$ cat src/rtl/batt_pkg.sv
package batt_pkg;

    typedef enum logic [1:0] {
        S_IDLE,
        S_SETTLE,
        S_SAMPLE
    } seq_state_t;

    typedef enum logic {
        K_PERIODIC,
        K_PWRUP
    } test_kind_t;

endpackage

$ cat src/rtl/batt_interval_timer.sv
module batt_interval_timer #(
    parameter int INTERVAL_TICKS = 86400
) (
    input  logic clk,
    input  logic rst_n,
    input  logic run,
    input  logic restart,
    input  logic tick,
    output logic due
);
    localparam int CNT_W = (INTERVAL_TICKS > 1) ? $clog2(INTERVAL_TICKS) : 1;
    localparam logic [CNT_W-1:0] LAST = CNT_W'(INTERVAL_TICKS - 1);

    logic [CNT_W-1:0] cnt_q;

    always_ff @(posedge clk or negedge rst_n) begin
        if (!rst_n) begin
            cnt_q <= '0;
            due   <= 1'b0;
        end else begin
            due <= 1'b0;
            if (restart) begin
                cnt_q <= '0;
            end else if (run && tick) begin
                if (cnt_q == LAST) begin
                    cnt_q <= '0;
                    due   <= 1'b1;
                end else begin
                    cnt_q <= cnt_q + 1'b1;
                end
            end
        end
    end
endmodule

$ cat src/rtl/batt_test_fsm.sv
module batt_test_fsm
    import batt_pkg::*;
#(
    parameter int SETTLE_CYC = 4
) (
    input  logic clk,
    input  logic rst_n,
    input  logic supply_ok,
    input  logic pwrup_evt,
    input  logic due,
    output logic cmp_en,
    output logic take_sample,
    output logic done_pwrup,
    output logic done_periodic
);
    localparam int SW = $clog2(SETTLE_CYC + 1);
    localparam logic [SW-1:0] SETTLE_LAST = SW'(SETTLE_CYC - 1);

    seq_state_t state_q, state_d;
    test_kind_t kind_q;
    logic [SW-1:0] cnt_q;
    logic pwr_pend_q, per_pend_q;
    logic start;

    assign start = (state_q == S_IDLE) && supply_ok && (pwr_pend_q || per_pend_q);

    // state register
    always_ff @(posedge clk or negedge rst_n) begin
        if (!rst_n) state_q <= S_IDLE;
        else        state_q <= state_d;
    end

    // transitions: START, SETTLED, ABORT, FINISH
    always_comb begin
        state_d = state_q;
        unique case (state_q)
            S_IDLE:   if (start) state_d = S_SETTLE;
            S_SETTLE: begin
                if (!supply_ok)                state_d = S_IDLE;
                else if (cnt_q == SETTLE_LAST) state_d = S_SAMPLE;
            end
            S_SAMPLE: state_d = S_IDLE;
            default:  state_d = S_IDLE;
        endcase
    end

    // outputs
    always_comb begin
        cmp_en      = 1'b0;
        take_sample = 1'b0;
        unique case (state_q)
            S_IDLE:   ;
            S_SETTLE: cmp_en = 1'b1;
            S_SAMPLE: begin
                cmp_en      = 1'b1;
                take_sample = supply_ok;
            end
            default:  ;
        endcase
    end

    // settle counter, pending requests, test kind, completion pulses
    always_ff @(posedge clk or negedge rst_n) begin
        if (!rst_n) begin
            cnt_q         <= '0;
            kind_q        <= K_PERIODIC;
            pwr_pend_q    <= 1'b0;
            per_pend_q    <= 1'b0;
            done_pwrup    <= 1'b0;
            done_periodic <= 1'b0;
        end else begin
            done_pwrup    <= take_sample && (kind_q == K_PWRUP);
            done_periodic <= take_sample && (kind_q == K_PERIODIC);

            if (state_q == S_SETTLE) cnt_q <= cnt_q + 1'b1;
            else                     cnt_q <= '0;

            if (start) kind_q <= pwr_pend_q ? K_PWRUP : K_PERIODIC;

            if (pwrup_evt)
                pwr_pend_q <= 1'b1;
            else if (take_sample && kind_q == K_PWRUP)
                pwr_pend_q <= 1'b0;

            if (pwrup_evt)
                per_pend_q <= 1'b0;
            else if (due)
                per_pend_q <= 1'b1;
            else if (take_sample && kind_q == K_PERIODIC)
                per_pend_q <= 1'b0;
        end
    end
endmodule

$ cat src/rtl/batt_flag_reg.sv
module batt_flag_reg #(
    parameter int ADDR_W    = 4,
    parameter int DATA_W    = 8,
    parameter int FLAG_ADDR = 15,
    parameter int FLAG_BIT  = 4
) (
    input  logic              clk,
    input  logic              rst_n,
    input  logic              take_sample,
    input  logic              cmp_low,
    input  logic [ADDR_W-1:0] reg_addr,
    output logic              batt_low,
    output logic [DATA_W-1:0] reg_rdata
);
    localparam logic [ADDR_W-1:0] HIT_ADDR = ADDR_W'(FLAG_ADDR);

    always_ff @(posedge clk or negedge rst_n) begin
        if (!rst_n)           batt_low <= 1'b0;
        else if (take_sample) batt_low <= cmp_low;
    end

    always_comb begin
        reg_rdata = '0;
        if (reg_addr == HIT_ADDR) reg_rdata[FLAG_BIT] = batt_low;
    end
endmodule

$ cat src/rtl/batt_watch.sv
module batt_watch #(
    parameter int INTERVAL_TICKS = 86400,
    parameter int SETTLE_CYC     = 4,
    parameter int ADDR_W         = 4,
    parameter int DATA_W         = 8
) (
    input  logic              clk,
    input  logic              rst_n,
    input  logic              supply_ok,
    input  logic              pwrup_evt,
    input  logic              tb_tick,
    input  logic              cmp_low,
    input  logic [ADDR_W-1:0] reg_addr,
    output logic              cmp_en,
    output logic              batt_low,
    output logic              done_pwrup,
    output logic              done_periodic,
    output logic [DATA_W-1:0] reg_rdata
);
    logic due;
    logic take_sample;

    batt_interval_timer #(.INTERVAL_TICKS(INTERVAL_TICKS)) u_timer (
        .clk     (clk),
        .rst_n   (rst_n),
        .run     (supply_ok),
        .restart (pwrup_evt),
        .tick    (tb_tick),
        .due     (due)
    );

    batt_test_fsm #(.SETTLE_CYC(SETTLE_CYC)) u_seq (
        .clk           (clk),
        .rst_n         (rst_n),
        .supply_ok     (supply_ok),
        .pwrup_evt     (pwrup_evt),
        .due           (due),
        .cmp_en        (cmp_en),
        .take_sample   (take_sample),
        .done_pwrup    (done_pwrup),
        .done_periodic (done_periodic)
    );

    batt_flag_reg #(
        .ADDR_W    (ADDR_W),
        .DATA_W    (DATA_W),
        .FLAG_ADDR (15),
        .FLAG_BIT  (4)
    ) u_flag (
        .clk         (clk),
        .rst_n       (rst_n),
        .take_sample (take_sample),
        .cmp_low     (cmp_low),
        .reg_addr    (reg_addr),
        .batt_low    (batt_low),
        .reg_rdata   (reg_rdata)
    );
endmodule

$ cat config.mk
export PLATFORM = sky130hd
export DESIGN_NAME = batt_watch
export DESIGN_NICKNAME = d
export VERILOG_FILES = /design/src/rtl/batt_pkg.sv /design/src/rtl/batt_interval_timer.sv /design/src/rtl/batt_test_fsm.sv /design/src/rtl/batt_flag_reg.sv /design/src/rtl/batt_watch.sv
export SDC_FILE = /design/constraint.sdc
export NUM_CORES = 1
export LEC_CHECK = 0
export BUFFER_PORTS_ARGS = -buffer_cell sky130_fd_sc_hd__buf_2
export CAP_MARGIN = 40
export CELL_PAD_IN_SITES_DETAIL_PLACEMENT = 1
export CELL_PAD_IN_SITES_GLOBAL_PLACEMENT = 1
export CORE_AREA = 2 2 56 71
export CTS_BUF_LIST = sky130_fd_sc_hd__clkbuf_4
export DETAILED_ROUTE_END_ITERATION = 10
export DIE_AREA = 0 0 58 73
export PLACE_DENSITY = 0.81
export SLEW_MARGIN = 20
export SYNTH_ARGS = -nofsm -noshare
export SYNTH_HDL_FRONTEND = slang
export SYNTH_SLANG_ARGS = --single-unit
$ cat constraint.sdc
create_clock -name clk -period 1.74 [get_ports clk]
set_input_delay 0.261 -clock clk [delete_from_list [all_inputs] [get_ports clk]]
set_output_delay 0.261 -clock clk [all_outputs]
set_load 0.01 [all_outputs]
After elaboration in Yosys (flattened, before gate mapping)
Index checks and enable logic that the tools add are counted.

word-level totals
  input bits = 10
  register bits after elaboration = 29
  word-level logic and storage cells = 52

cells by class
  eq/ne operators = 7
  mux-type cells = 20
  $add $sub $neg = 2
  reduce and logical (&&, ||, !) cells = 12
  bitwise operators = 1

operators by type and width
  operator                                               number
  two-way mux 17 bit                                     3
  adder 17 x 1 -> 17 bit, second input constant          1
  == test 17 bit, second input constant                  1
  two-way mux 1 bit                                      12
  two-way mux 2 bit                                      3
  logical AND 1 bit                                      5
  == test 4 bit, second input constant                   1
  one-hot mux 2 bit (2 select lines)                     1
  nonzero test 2 bit                                     2
  adder 3 x 1 -> 3 bit, second input constant            1
  == test 3 x 2 -> 1 bit, second input constant          1
  two-way mux 3 bit                                      1
  inequality test 3 x 2 -> 1 bit, second input constant  1
  nonzero test 3 bit                                     1
  == test 2 x 1 -> 1 bit, second input constant          1
  == test 2 bit, second input constant                   1
  zero test 2 bit                                        1
  inequality test 2 x 1 -> 1 bit, second input constant  1
  AND reduction 2 bit                                    1
  OR reduction 2 bit                                     1
  logical OR 1 bit                                       1
  inverter 1 bit                                         1

Depth between registers and ports, before layout
  depth after elaboration = 6
  mapped depth = 5
  depth with buffers taken out = 5

Hierarchy
Synthesis repeated with hierarchy kept, for this count alone.

unflattened totals
  cells, all modules = 159
  area total of the unflattened synthesis = 1579.0 um^2

modules (own cells, without submodules)
  module               area each (um^2)  cells an instance  times used
  batt_interval_timer  998.5             106                1
  batt_test_fsm        471.7             40                 1
  batt_flag_reg        108.9             13                 1

Worst setup path after synthesis
OpenSTA, ideal clock, no wires.

  path kind = reg-to-reg
  from = register u_timer.cnt_q[7]
  to = register u_timer.cnt_q[2]
  data arrival time = 1.347 ns
  cell stages (with the launch flop) = 5
  setup time = 0.131 ns
  buffers on the path = 0
  path slack = 0.262 ns
  cells stage by stage = dfrtp_1 -> nor4bb_1 -> nand4_2 -> o21bai_2 -> nor2_1

between the ends
  word-level cells in the longest chain between the ends = 4

ends and longest elaborated chain
  what                    line                       text
  from (decl)             batt_interval_timer.sv:14  logic [CNT_W-1:0] cnt_q;
  from (signal assigned)  batt_interval_timer.sv:29  cnt_q <= cnt_q + 1'b1;
  == test 17 bit          batt_interval_timer.sv:25  if (cnt_q == LAST) begin
  two-way mux 17 bit      batt_interval_timer.sv:25
  two-way mux 17 bit      batt_interval_timer.sv:24  end else if (run && tick) begin
  two-way mux 17 bit      batt_interval_timer.sv:22  if (restart) begin

Every way passes these cells. The select of a mux whose other input is x is not followed.
A chain may end at the register's enable or synchronous reset.

Final worst setup path
  from = register u_timer.cnt_q[0]
  to = register u_timer.cnt_q[12]

between the ends
  word-level cells in the longest chain between the ends = 4

ends and longest elaborated chain
  what                                                             line
  adder 17 x 1 -> 17 bit / == test 17 bit (equally long branches)  batt_interval_timer.sv:29, batt_interval_timer.sv:25
  two-way mux 17 bit (*)                                           batt_interval_timer.sv:25
  two-way mux 17 bit (*)                                           batt_interval_timer.sv:24
  two-way mux 17 bit (*)                                           batt_interval_timer.sv:22

Mark *: on every way between the ends. The rest lies on a longest branch, timed or not. The select of a mux whose other input is x is not followed.

==> run summary <==
The first-iteration detailed-routing DRC count is 33. The count of maximum capacitance violations came out at 0. The yosys synthesis warning count is 0. Relative to the synthesized area, the layout overhead comes to 12.5%.

The total power divided by cell area came out at 823 nW/um^2. The number of vias after detailed routing is 1238. The tightest min-delay check is of the input port to register type. The period utilization is 93.0%. After synthesis, the most frequently instantiated cells are dfrtp_1 (29), nand2_1 (12), nor2_1 (9). The final-report hold violation count came to 0. The all-layer global routing usage came out at 19.4%. The maximum ir drop on the vdd rail is ~550 uV. The clock reaches the later pin of the worst-skew pair after 0.33 ns.

The number of cells on the worst reg-to-reg path is 5. The maximum root-to-sink buffer count is 2. In this run the static leakage power is 0.770 nW. The floorplan core area is 3630 sq um. The cell area after synthesis came out at 1550 sq um. Setup repair after global routing left no endpoint under its margin. After synthesis the netlist holds a flip-flop and latch count of 29. The maximum number of pins on one net before global-route repair is 30. The slowest library cell on the worst path is dfrtp_1. The startpoint-to-endpoint class of the critical path is register to register. The predominant post-synthesis flop cell is dfrtp_1.

The number of antenna violations at the first check in global routing was 0. The via count normalized by instance count came out at roughly 5.7. The deepest level of the CTS H-tree came out at 2. After detailed routing, the average wire length per cell comes to 15.8 um. Net switching is 29.2% of the power. The sum of negative setup slack came out at 0 ns. The count of buffers from port buffering came out at 14. In this run the critical register-to-register path is captured at u_timer.cnt_q[12]. Data arrives at the worst endpoint at around 1.9 ns. The time the final worst path needs with I/O delays and setup is 1.62 ns. The number of remaining DRC errors is 0. The kind of cell adding the most delay to the critical path is simple AND/OR/NAND/NOR gates. The synthesized design devotes to its leading area cell type a little under half of total area. The estimated wirelength of the detail-placed design is 2610 um. The number of buffers added by the clock tree synthesis step is 5. The height of the chip came out at 73 um. The setup skew after layout came out at 0.00492 ns. The number of buffer and inverter stages on the critical path is 0. The worst-case hold path end point is u_flag.batt_low.

The number of detailed-routing iterations run before antenna repair came out at 4. In this run the most critical hold path is launched from cmp_low. The number of sinks on the clock net is 29.

For this run, the top clock speed supported by timing is 618 MHz. The first-pass GRT wire length is just over 6000 um. The power spent charging and discharging nets is 0.419 mW. The sequential-to-total area share from yosys stat is roughly 47%. The average instance area after synthesis is approximately 10 sq um.

In this run the horizontal extent of the chip is 58 um. The max-slew violation count is 0. The transition time of the tightest slew-check pin came out at 0.635 ns. The CTS tree is built. The unique cell type count in the Yosys netlist came out at 41. The cell-internal power came out at 1.02 mW. After synthesis, the cell types taking the most area are dfrtp_1 (47%), ha_1 (5.6%), buf_4 (3.4%). The maximum cell stage delay along the critical path came out at around 0.43 ns.

The worst setup path is launched from a register. The flow ran to the end, and the final reports show no timing, DRC or antenna violations. Synthesis handed over a netlist of 155 instances. At the worst endpoint, the required time is 2.00 ns. The part of the total power dissipated in the clock network is 26.7%. The final layout contains 196 nets.

The number of nets still failing antenna checks after routing came out at 0. In the post-synthesis netlist, the cell with the most instances is dfrtp_1. The CTS root buffer is clkbuf_4. The worst slew slack as a fraction of its limit is 57.7%. The top cell type by total area after synthesis is dfrtp_1. The number of stages on the worst hold path came out at 2. The post-route netlist has 21.8% of its cells at a drive strength greater than 1. The design draws between 1 and 1.5 mW. In this run the core area contains 25 standard-cell rows.

The setup slack on the worst flop-to-flop path came out at 0.12 ns. The initial utilization of the core area, before any placement, comes to 42.7%. The number of flops mapped to enable cells by yosys came out at 0. The global route total overflow is 0. The number of global-route vias before repair is 1357. The die covers 4230 sq um. Walking the worst path, the cells encountered are ha_1, and2_1, nand4_1, or3_1, a21oi_1.

The total wire length came out at about 3500 um. In the synthesized netlist the async set-or-reset flop fraction comes to 100%. The number of I/O pins came out at 22.

The count of final setup violators is 0. In this run the critical register-to-register path is launched from u_timer.cnt_q[0]. The kind of end point of the critical path is a register.

The worst hold slack came out at between 0.15 and 0.2 ns. In this run the worst path has a maximum fanout of 5. After clock tree synthesis, the clock-pin slew on the worst setup and hold paths is around 0.08 ns. Per report_power, the combinational group accounts for 20.2% of the total. The final estimated routing congestion in global placement is 0.773. The antenna diode count came out at 0. Sequential cells burn 53.1% of the power.
## timing repair
item                       in CTS  in global routing
setup endpoints to repair       0                 12
hold endpoints to repair       29                  0
gates resized for setup         0                  5
buffers inserted                0                  2
hold buffers                    1                  0
## layout make-up
class,count,area (sq um)
fillers,419,1880
multi-input cells,115,768
flip-flops and latches,29,729
repair buffers,20,118
well taps,40,50.0
clock buffers,6,45.0
inverters,8,30.0
clock inverters,1,3.75
## layout by cell type (no fill, tap or decap), types with 2 or more instances in the layout
master / count
a31oi_1: 3
nand2b_1: 2
nand4_2: 3
o31ai_1: 3
buf_2: 14
or3_1: 2
mux2_2: 2
inv_1: 8
nand2_1: 12
a21oi_1: 7
ha_1: 7
nand3_1: 6
buf_4: 5
xnor2_1: 5
nor2b_1: 3
clkbuf_4: 6
nor2_1: 9
nor3_1: 3
o21ai_1: 3
and2_1: 2
dfrtp_2: 3
a32o_1: 2
xor2_1: 3
conb_1: 7
or4_1: 4
nor4_1: 3
dfrtp_1: 26
nand4_1: 5
o21ai_0: 5
## power by group through the flow
| stage | combinational [mW] | clock, mW | sequential (mW) |
|---|---|---|---|
| floorplan | 0.202 | 0 | 0.772 |
| global placement | 0.267 | 0 | 0.769 |
| detailed placement | 0.290 | 0 | 0.777 |
| CTS | 0.295 | 0.401 | 0.762 |
| global route | 0.341 | 0.438 | 0.767 |
| finish | 0.290 | 0.383 | 0.762 |
## worst max path at each step
stage	start	to	slack (ns)	cells after the start
finish	u_timer.cnt_q[0]	u_timer.cnt_q[12]	0.12	5
global route	u_timer.cnt_q[0]	u_timer.cnt_q[11]	0.03	4
CTS	u_timer.cnt_q[3]	u_timer.cnt_q[15]	0.09	4
detailed placement	u_timer.cnt_q[3]	u_timer.cnt_q[15]	0.08	4
global placement	u_timer.cnt_q[9]	u_timer.cnt_q[8]	0.14	4
floorplan	u_timer.cnt_q[7]	u_timer.cnt_q[2]	0.26	4
## per-stage QoR
step,setup slack (ns),cell area (sq um),instances,utilization [%]
after floorplan,0.262,1570,161,-
after global placement,0.145,1650,209,45.6
after global routing,0.0289,1740,219,48.1
final,0.121,1740,219,48.1
after CTS,0.0853,1710,217,47.2
after detailed placement,0.0803,1650,209,45.6
## registers in the layout, summed over array words and instances (netlist names)
register / cells
u_timer.cnt_q: 17
u_seq.cnt_q: 3
u_seq.state_q: 2
u_flag.batt_low: 1
u_seq.done_periodic: 1
u_seq.done_pwrup: 1
u_seq.kind_q: 1
u_seq.per_pend_q: 1
u_seq.pwr_pend_q: 1
u_timer.due: 1
## cells by family (layout without fill, tap and decap cells)
logic type | Yosys count | count (layout) | synth area share (%)
buffers and inverters | 17 | 35 | 5.97
other | 1 | 7 | 0.242
multiplexers | 2 | 2 | 1.45
adder cells (fa/ha/maj) | 7 | 7 | 5.65
flip-flops | 29 | 29 | 46.8
AND/OR/NAND/NOR | 63 | 63 | 23.9
XOR/XNOR | 8 | 8 | 4.52
AO/OA/AOI/OAI | 28 | 28 | 11.5
## per-layer routing
metal	GRT usage [%]	share of wire (%)	up-vias
met5	0	0	-
met4	8.53	1.8	0
met3	5.67	2.7	6
met2	34.3	56	15
met1	21.2	40	627
li1	-	-	590
## worst register-to-register path, delay by kind of cell (launching register included)
family / cells / cell delay [ns]
AO/OA/AOI/OAI: 1 / 0.15
adder cells (fa/ha/maj): 1 / 0.22
flip-flops: 1 / 0.43
AND/OR/NAND/NOR: 3 / 0.75
Power figures use the tool's default switching activity.
